$ cat src/rtl/gpio_regbank_pkg.sv
`timescale 1ns/1ps
package gpio_regbank_pkg;
  localparam int OFF_W = 6;

  localparam logic [OFF_W-1:0] OFF_MODE = 6'h00;
  localparam logic [OFF_W-1:0] OFF_CDIV = 6'h04;
  localparam logic [OFF_W-1:0] OFF_STAT = 6'h08;
  localparam logic [OFF_W-1:0] OFF_PWR  = 6'h0C;
  localparam logic [OFF_W-1:0] OFF_CCTL = 6'h10;
  localparam logic [OFF_W-1:0] OFF_IREQ = 6'h14;
  localparam logic [OFF_W-1:0] OFF_IMSK = 6'h18;
  localparam logic [OFF_W-1:0] OFF_ISTS = 6'h1C;
  localparam logic [OFF_W-1:0] OFF_DIR  = 6'h20;
  localparam logic [OFF_W-1:0] OFF_LVLW = 6'h24;
  localparam logic [OFF_W-1:0] OFF_LVLR = 6'h28;

  // The first NPLAIN selects are plain storage, in array order
  typedef enum logic [3:0] {
    SEL_MODE, SEL_CDIV, SEL_CCTL, SEL_IREQ, SEL_IMSK, SEL_ISTS,
    SEL_STAT, SEL_PWR, SEL_DIR, SEL_LVL, SEL_NONE
  } sel_e;

  localparam int NPLAIN = 6;

  localparam logic [15:0] STAT_VALUE = 16'h0002;
  localparam int          PWR_TRIG   = 7;
  localparam logic [15:0] PWR_FORCE  = 16'h8040;
endpackage

$ cat src/rtl/gpio_regbank_decode.sv
`timescale 1ns/1ps
module gpio_regbank_decode
  import gpio_regbank_pkg::*;
#(
  parameter int ADDR_W = 12
) (
  input  logic [ADDR_W-1:0] addr,
  output sel_e              sel
);
  logic [OFF_W-1:0] off;
  logic             unused_hi;

  assign off       = addr[OFF_W-1:0];
  assign unused_hi = ^addr[ADDR_W-1:OFF_W];

  always_comb begin
    unique case (off)
      OFF_MODE: sel = SEL_MODE;
      OFF_CDIV: sel = SEL_CDIV;
      OFF_STAT: sel = SEL_STAT;
      OFF_PWR:  sel = SEL_PWR;
      OFF_CCTL: sel = SEL_CCTL;
      OFF_IREQ: sel = SEL_IREQ;
      OFF_IMSK: sel = SEL_IMSK;
      OFF_ISTS: sel = SEL_ISTS;
      OFF_DIR:  sel = SEL_DIR;
      OFF_LVLW: sel = SEL_LVL;
      OFF_LVLR: sel = SEL_LVL;
      default:  sel = SEL_NONE;
    endcase
  end
endmodule

$ cat src/rtl/gpio_regbank_regs.sv
`timescale 1ns/1ps
module gpio_regbank_regs
  import gpio_regbank_pkg::*;
#(
  parameter int REG_W = 16
) (
  input  logic                              clk,
  input  logic                              rst_n,
  input  logic [NPLAIN-1:0]                 plain_we,
  input  logic                              pwr_we,
  input  logic [REG_W-1:0]                  wdata,
  output logic [NPLAIN-1:0][REG_W-1:0]      plain_q,
  output logic [REG_W-1:0]                  power_q
);
  logic [NPLAIN-1:0][REG_W-1:0] plain_d;
  logic [REG_W-1:0]             power_d;
  logic [REG_W-1:0]             force_mask;

  for (genvar g = 0; g < NPLAIN; g++) begin : g_plain
    always_comb begin
      plain_d[g] = plain_q[g];
      if (plain_we[g]) plain_d[g] = wdata;
    end

    always_ff @(posedge clk or negedge rst_n) begin
      if (!rst_n) plain_q[g] <= '0;
      else        plain_q[g] <= plain_d[g];
    end
  end

  always_comb begin
    force_mask = '0;
    if (wdata[PWR_TRIG]) force_mask = REG_W'(PWR_FORCE);
    power_d = power_q;
    if (pwr_we) power_d = wdata | force_mask;
  end

  always_ff @(posedge clk or negedge rst_n) begin
    if (!rst_n) power_q <= '0;
    else        power_q <= power_d;
  end
endmodule

$ cat src/rtl/gpio_regbank_pins.sv
`timescale 1ns/1ps
module gpio_regbank_pins #(
  parameter int NPINS = 16
) (
  input  logic             clk,
  input  logic             rst_n,
  input  logic             dir_we,
  input  logic             lvl_we,
  input  logic [NPINS-1:0] wdata,
  input  logic [NPINS-1:0] pin_in,
  output logic [NPINS-1:0] dir_q,
  output logic [NPINS-1:0] lvl_q,
  output logic [NPINS-1:0] pin_out
);
  logic [NPINS-1:0] dir_d, lvl_d, out_d, out_q;
  logic [NPINS-1:0] prev_q;
  logic [NPINS-1:0] pin_edge;

  assign pin_edge = pin_in ^ prev_q;

  always_comb begin
    dir_d = dir_q;
    if (dir_we) dir_d = wdata;
  end

  // Bus write has priority over an input edge in the same cycle
  for (genvar i = 0; i < NPINS; i++) begin : g_lvl
    always_comb begin
      lvl_d[i] = lvl_q[i];
      if (lvl_we)           lvl_d[i] = wdata[i] & dir_q[i];
      else if (pin_edge[i]) lvl_d[i] = pin_in[i];
    end
  end

  always_comb begin
    out_d = out_q;
    if (dir_we || lvl_we) out_d = lvl_d & dir_d;
  end

  always_ff @(posedge clk or negedge rst_n) begin
    if (!rst_n) begin
      dir_q  <= '0;
      lvl_q  <= '0;
      prev_q <= '0;
      out_q  <= '0;
    end else begin
      dir_q  <= dir_d;
      lvl_q  <= lvl_d;
      prev_q <= pin_in;
      out_q  <= out_d;
    end
  end

  assign pin_out = out_q;
endmodule

$ cat src/rtl/gpio_regbank.sv
`timescale 1ns/1ps
module gpio_regbank
  import gpio_regbank_pkg::*;
#(
  parameter int ADDR_W = 12,
  parameter int BUS_W  = 32,
  parameter int NPINS  = 16,
  parameter bit ERR_EN = 1'b1
) (
  input  logic              clk,
  input  logic              rst_n,
  input  logic [ADDR_W-1:0] bus_addr,
  input  logic              bus_we,
  input  logic              bus_re,
  input  logic [BUS_W-1:0]  bus_wdata,
  output logic [BUS_W-1:0]  bus_rdata,
  input  logic [NPINS-1:0]  pin_in,
  output logic [NPINS-1:0]  pin_out,
  output logic              err_o
);
  localparam int REG_W = 16;

  // Asynchronous assert, synchronous release
  logic [1:0] rst_pipe_q;
  logic       rst_sync_n;

  always_ff @(posedge clk or negedge rst_n) begin
    if (!rst_n) rst_pipe_q <= '0;
    else        rst_pipe_q <= {rst_pipe_q[0], 1'b1};
  end
  assign rst_sync_n = rst_pipe_q[1];

  sel_e                          sel;
  logic [REG_W-1:0]              wdata16;
  logic                          unused_wdata;
  logic [NPLAIN-1:0]             plain_we;
  logic [NPLAIN-1:0][REG_W-1:0]  plain_q;
  logic [REG_W-1:0]              power_q;
  logic [NPINS-1:0]              dir_q, lvl_q;
  logic                          dir_we, lvl_we, pwr_we;

  assign wdata16      = bus_wdata[REG_W-1:0];
  assign unused_wdata = ^bus_wdata[BUS_W-1:REG_W];

  gpio_regbank_decode #(.ADDR_W(ADDR_W)) u_dec (
    .addr (bus_addr),
    .sel  (sel)
  );

  for (genvar g = 0; g < NPLAIN; g++) begin : g_we
    assign plain_we[g] = bus_we && (sel == sel_e'(g));
  end
  assign pwr_we = bus_we && (sel == SEL_PWR);
  assign dir_we = bus_we && (sel == SEL_DIR);
  assign lvl_we = bus_we && (sel == SEL_LVL);

  gpio_regbank_regs #(.REG_W(REG_W)) u_regs (
    .clk      (clk),
    .rst_n    (rst_sync_n),
    .plain_we (plain_we),
    .pwr_we   (pwr_we),
    .wdata    (wdata16),
    .plain_q  (plain_q),
    .power_q  (power_q)
  );

  gpio_regbank_pins #(.NPINS(NPINS)) u_pins (
    .clk     (clk),
    .rst_n   (rst_sync_n),
    .dir_we  (dir_we),
    .lvl_we  (lvl_we),
    .wdata   (wdata16[NPINS-1:0]),
    .pin_in  (pin_in),
    .dir_q   (dir_q),
    .lvl_q   (lvl_q),
    .pin_out (pin_out)
  );

  // Read mux
  logic [REG_W-1:0] rd_field;

  always_comb begin
    rd_field = '0;
    for (int g = 0; g < NPLAIN; g++) begin
      if (sel == sel_e'(g)) rd_field = plain_q[g];
    end
    case (sel)
      SEL_STAT: rd_field = STAT_VALUE;
      SEL_PWR:  rd_field = power_q;
      SEL_DIR:  rd_field[NPINS-1:0] = dir_q;
      SEL_LVL:  rd_field[NPINS-1:0] = lvl_q;
      default:  ;
    endcase
    bus_rdata = '0;
    bus_rdata[REG_W-1:0] = rd_field;
  end

  // Undecoded-access pulse
  if (ERR_EN) begin : g_err
    logic err_d, err_q;
    assign err_d = (bus_we || bus_re) && (sel == SEL_NONE);
    always_ff @(posedge clk or negedge rst_sync_n) begin
      if (!rst_sync_n) err_q <= 1'b0;
      else             err_q <= err_d;
    end
    assign err_o = err_q;
  end else begin : g_noerr
    assign err_o = 1'b0;
  end
endmodule

$ cat config.mk
export PLATFORM = sky130hd
export DESIGN_NAME = gpio_regbank
export DESIGN_NICKNAME = d
export VERILOG_FILES = /design/src/rtl/gpio_regbank_pkg.sv /design/src/rtl/gpio_regbank_decode.sv /design/src/rtl/gpio_regbank_regs.sv /design/src/rtl/gpio_regbank_pins.sv /design/src/rtl/gpio_regbank.sv
export SDC_FILE = /design/constraint.sdc
export NUM_CORES = 1
export LEC_CHECK = 0
export ABC_AREA = 1
export BUFFER_PORTS_ARGS = -buffer_cell sky130_fd_sc_hd__buf_2
export CORE_MARGIN = 2
export CORE_UTILIZATION = 64
export CTS_BUF_LIST = sky130_fd_sc_hd__clkbuf_8
export DETAILED_ROUTE_END_ITERATION = 10
export PLACE_DENSITY = 0.85
export SETUP_SLACK_MARGIN = 0.05
export SKIP_CTS_REPAIR_TIMING = 1
export SYNTH_ARGS = -nofsm -noshare
export SYNTH_HDL_FRONTEND = slang
export SYNTH_SLANG_ARGS = --single-unit
$ cat constraint.sdc
create_clock -name clk -period 13.8 [get_ports clk]
set_clock_uncertainty 0.2 [all_clocks]
set_input_delay 0.69 -clock clk [delete_from_list [all_inputs] [get_ports clk]]
set_output_delay 0.69 -clock clk [all_outputs]
set_load 0.02 [all_outputs]
==> impl_metrics.tcl <==
set metrics [dict create \
    post-route-drc-count 0 \
    die_area_um2 13900 \
    start_util_pct 65.8 \
    pin_count 113 \
    crit_slowest_cell "nand4_1" \
    vias_per_cell 5.49 \
    firstDrtPassIters 5 \
    synthesis.area_um2 8300 \
    crit_required_ns 12.91 \
    slew_headroom_pct 22.7 \
    routedWlPerCell_um 14.9 \
    grt_pass1_vias 6627 \
    synth_cells 1029 \
    syn_area_per_cell_um2 8.06 \
    cp_data_arrival_time_ns 3.47 \
    final_cell_area_um2 9060 \
    peakVddDrop_uv 95.5 \
    ctsHtreeMaxLevel 4 \
    wl_met3_mm 1.23 \
    num_vias 6948 \
    finalHoldViolCount 0 \
    routabilityCongestion 0.859 \
    slew_violations 0 \
    grt_pass1_wl_mm 31.8 \
    setup_viol 0 \
    fp.dieW_um 118 \
    numCtsBuffers 17 \
    portBuffers 74 \
    crit_chain "buf_2 > inv_1 > nor2_1 > nand4_1 > nor2_1 > o21bai_1 > nand3_1 > buf_2" \
    powerDensity_nw_per_um2 127 \
    rsz0062_at_grt "false" \
    cts.sinks 179 \
    synth-xor-area-share_pct 0 \
    synth-compound-area-share_pct 10.5 \
    worstSetupPathType "in2out" \
    hold_class "in2reg" \
    clock-root-buffer "clkbuf_8" \
    slowest_delay_ns 1.01 \
    seq_area_frac_synth_pct 54.0 \
    yosys.cell_types.count 31 \
    clk_latency_ns 0.47 \
    wl_met2_mm 9.06 \
    areaGrowthSynthToFinish_pct 9.17 \
    synthMuxAreaShare_pct 0 \
    fmax_mhz 229 \
    crit_fanout 21 \
    drive_gt1_share_pct 13.3 \
    setup_tns_ns 0 \
    synth_top_family_by_area "simple AND/OR/NAND/NOR gates" \
    antenna_found_initial 0 \
    std_cell_rows 41 \
    synth_fa_ha_area_share_pct 0.121 \
    antenna_left 0 \
    die_y_um 118 \
    synth-seq-cells 179 \
    clockBufferDepth 2 \
    fin_crit_sh_pct 31.6 \
    path_delay_family "simple AND/OR/NAND/NOR gates" \
    cp-end-kind "output port" \
    wl_met1_mm 8.18 \
    antenna_cells 0 \
    track_usage_pct 29.0 \
    status "finished clean" \
    highest_layer "met4" \
    grt_max_degree 76 \
    drt_iter0_markers 603 \
    fin_util_pct 71.8 \
    synth_warnings 0 \
    nets 1144 \
    grt-ovfl-total 0 \
    worst_slew_pin_slew_ns 1.16 \
    dp_hpwl_mm 12.6 \
    synthSimpleGateAreaFrac_pct 27.2 \
    p_leak_nw 4.78 \
    crit_path_start_kind "input pin" \
    cts_tree "built" \
    core_area_um2 12600 \
    drv_cap 0 \
    period_needed_ns 4.36 \
    wirelength_mm 18.9 \
    crit_buf_inv 3 \
    path_clk_slew_ns 0.09 \
    postPlaceCellArea_um2 8650 \
]
sequential cells by signal, summed over array words and instances, names as in the netlist:
name,cells
u_pins.pin_out,16
u_regs.plain_q,96
rst_pipe_q,2
u_pins.dir_q,16
u_pins.prev_q,16
u_pins.lvl_q,16
u_regs.power_q,16
err_o,1
layout by cell type (no fill, tap or decap), drive strengths merged, types with 4 or more instances in the layout:
master	synthesis	routed
nand2	332	332
buf	39	79
nand3	42	42
clkinv	0	5
dfrtp	179	179
nor3	11	11
o21ai	132	132
clkinvlp	0	4
nor2	115	115
nand4	31	31
clkbuf	24	19
a21oi	15	15
inv	91	93
conb	2	17
o21bai	10	10
where the power goes:
group | leakage [nW] | switching [mW] | internal [mW]
sequential | 2.25 | 0.0365 | 0.593
combinational | 2.34 | 0.105 | 0.0533
clock | 0.195 | 0.190 | 0.169
path summary, 6_finish.rpt:
path / slack, ns / start / depth (start not counted) / end
setup / recovery: 9.44 / bus_addr[4] / 8 / bus_rdata[14]
hold / removal: 0.13 / pin_in[10] / 1 / u_pins.prev_q[10]
setup reg to reg: 11.18 / rst_pipe_q[1] / 2 / u_regs.plain_q[18]
hold reg to reg: 0.14 / rst_pipe_q[1] / 0 / u_pins.dir_q[3]
max in group asynchronous: 11.18 / rst_pipe_q[1] / 2 / u_regs.plain_q[18]
min in group asynchronous: 0.14 / rst_pipe_q[1] / 0 / u_pins.dir_q[3]
logic make-up after synthesis:
family | count (synthesis)
AO/OA/AOI/OAI | 160
AND/OR/NAND/NOR | 533
other | 2
flip-flops | 179
adder cells (fa/ha/maj) | 1
buffers and inverters | 154
final cells by class:
cell class / instances / area (um2)
fill: 987 / 3560
timing repair buffer: 80 / 418
inverter: 91 / 342
multi-input combinational: 711 / 3200
clock buffer: 19 / 262
tap: 172 / 215
sequential: 179 / 4480
clock inverter: 13 / 135
Yosys cell counts, drive strengths merged:
cell | instances | share of area [%]
o21bai | 10 | 0.90
o21ai | 132 | 8.4
maj3 | 1 | 0.12
buf | 39 | 2.8
inv | 91 | 4.1
nor2 | 115 | 6.0
nand2 | 332 | 15
nor3 | 11 | 0.80
dfrtp | 179 | 54
o2111ai | 1 | 0.11
nand3b | 2 | 0.18
conb | 2 | 0.091
a21oi | 15 | 0.90
nand3 | 42 | 2.6
nand4 | 31 | 2.3
clkbuf | 24 | 1.1
a31oi | 1 | 0.075
o221a | 1 | 0.14
metrics by stage:
step	instances	hold WS (ns)	power, mW	worst slack [ns]
6_report	1265	0.127	1.15	9.44
5_1_grt	1265	0.101	1.21	9.24
2_1_floorplan	1044	0.131	0.750	8.24
3_3_place_gp	1232	0.144	0.789	9.45
4_1_cts	1264	-0.233	1.15	9.48
3_5_place_dp	1232	0.145	0.797	9.38
per-layer routing:
metal	global-route usage (%)	up-vias
met3	6.78	42
met2	44.8	272
met1	40.1	3290
li1	-	3344
met4	11.4	0
met5	0	-
worst register-to-register path, cell delays in order, from the launching register on:
cell and delay (ns):
dfrtp_4 0.83, buf_4 0.69, buf_4 0.84
No activity file was read; power rests on OpenSTA's default activity.
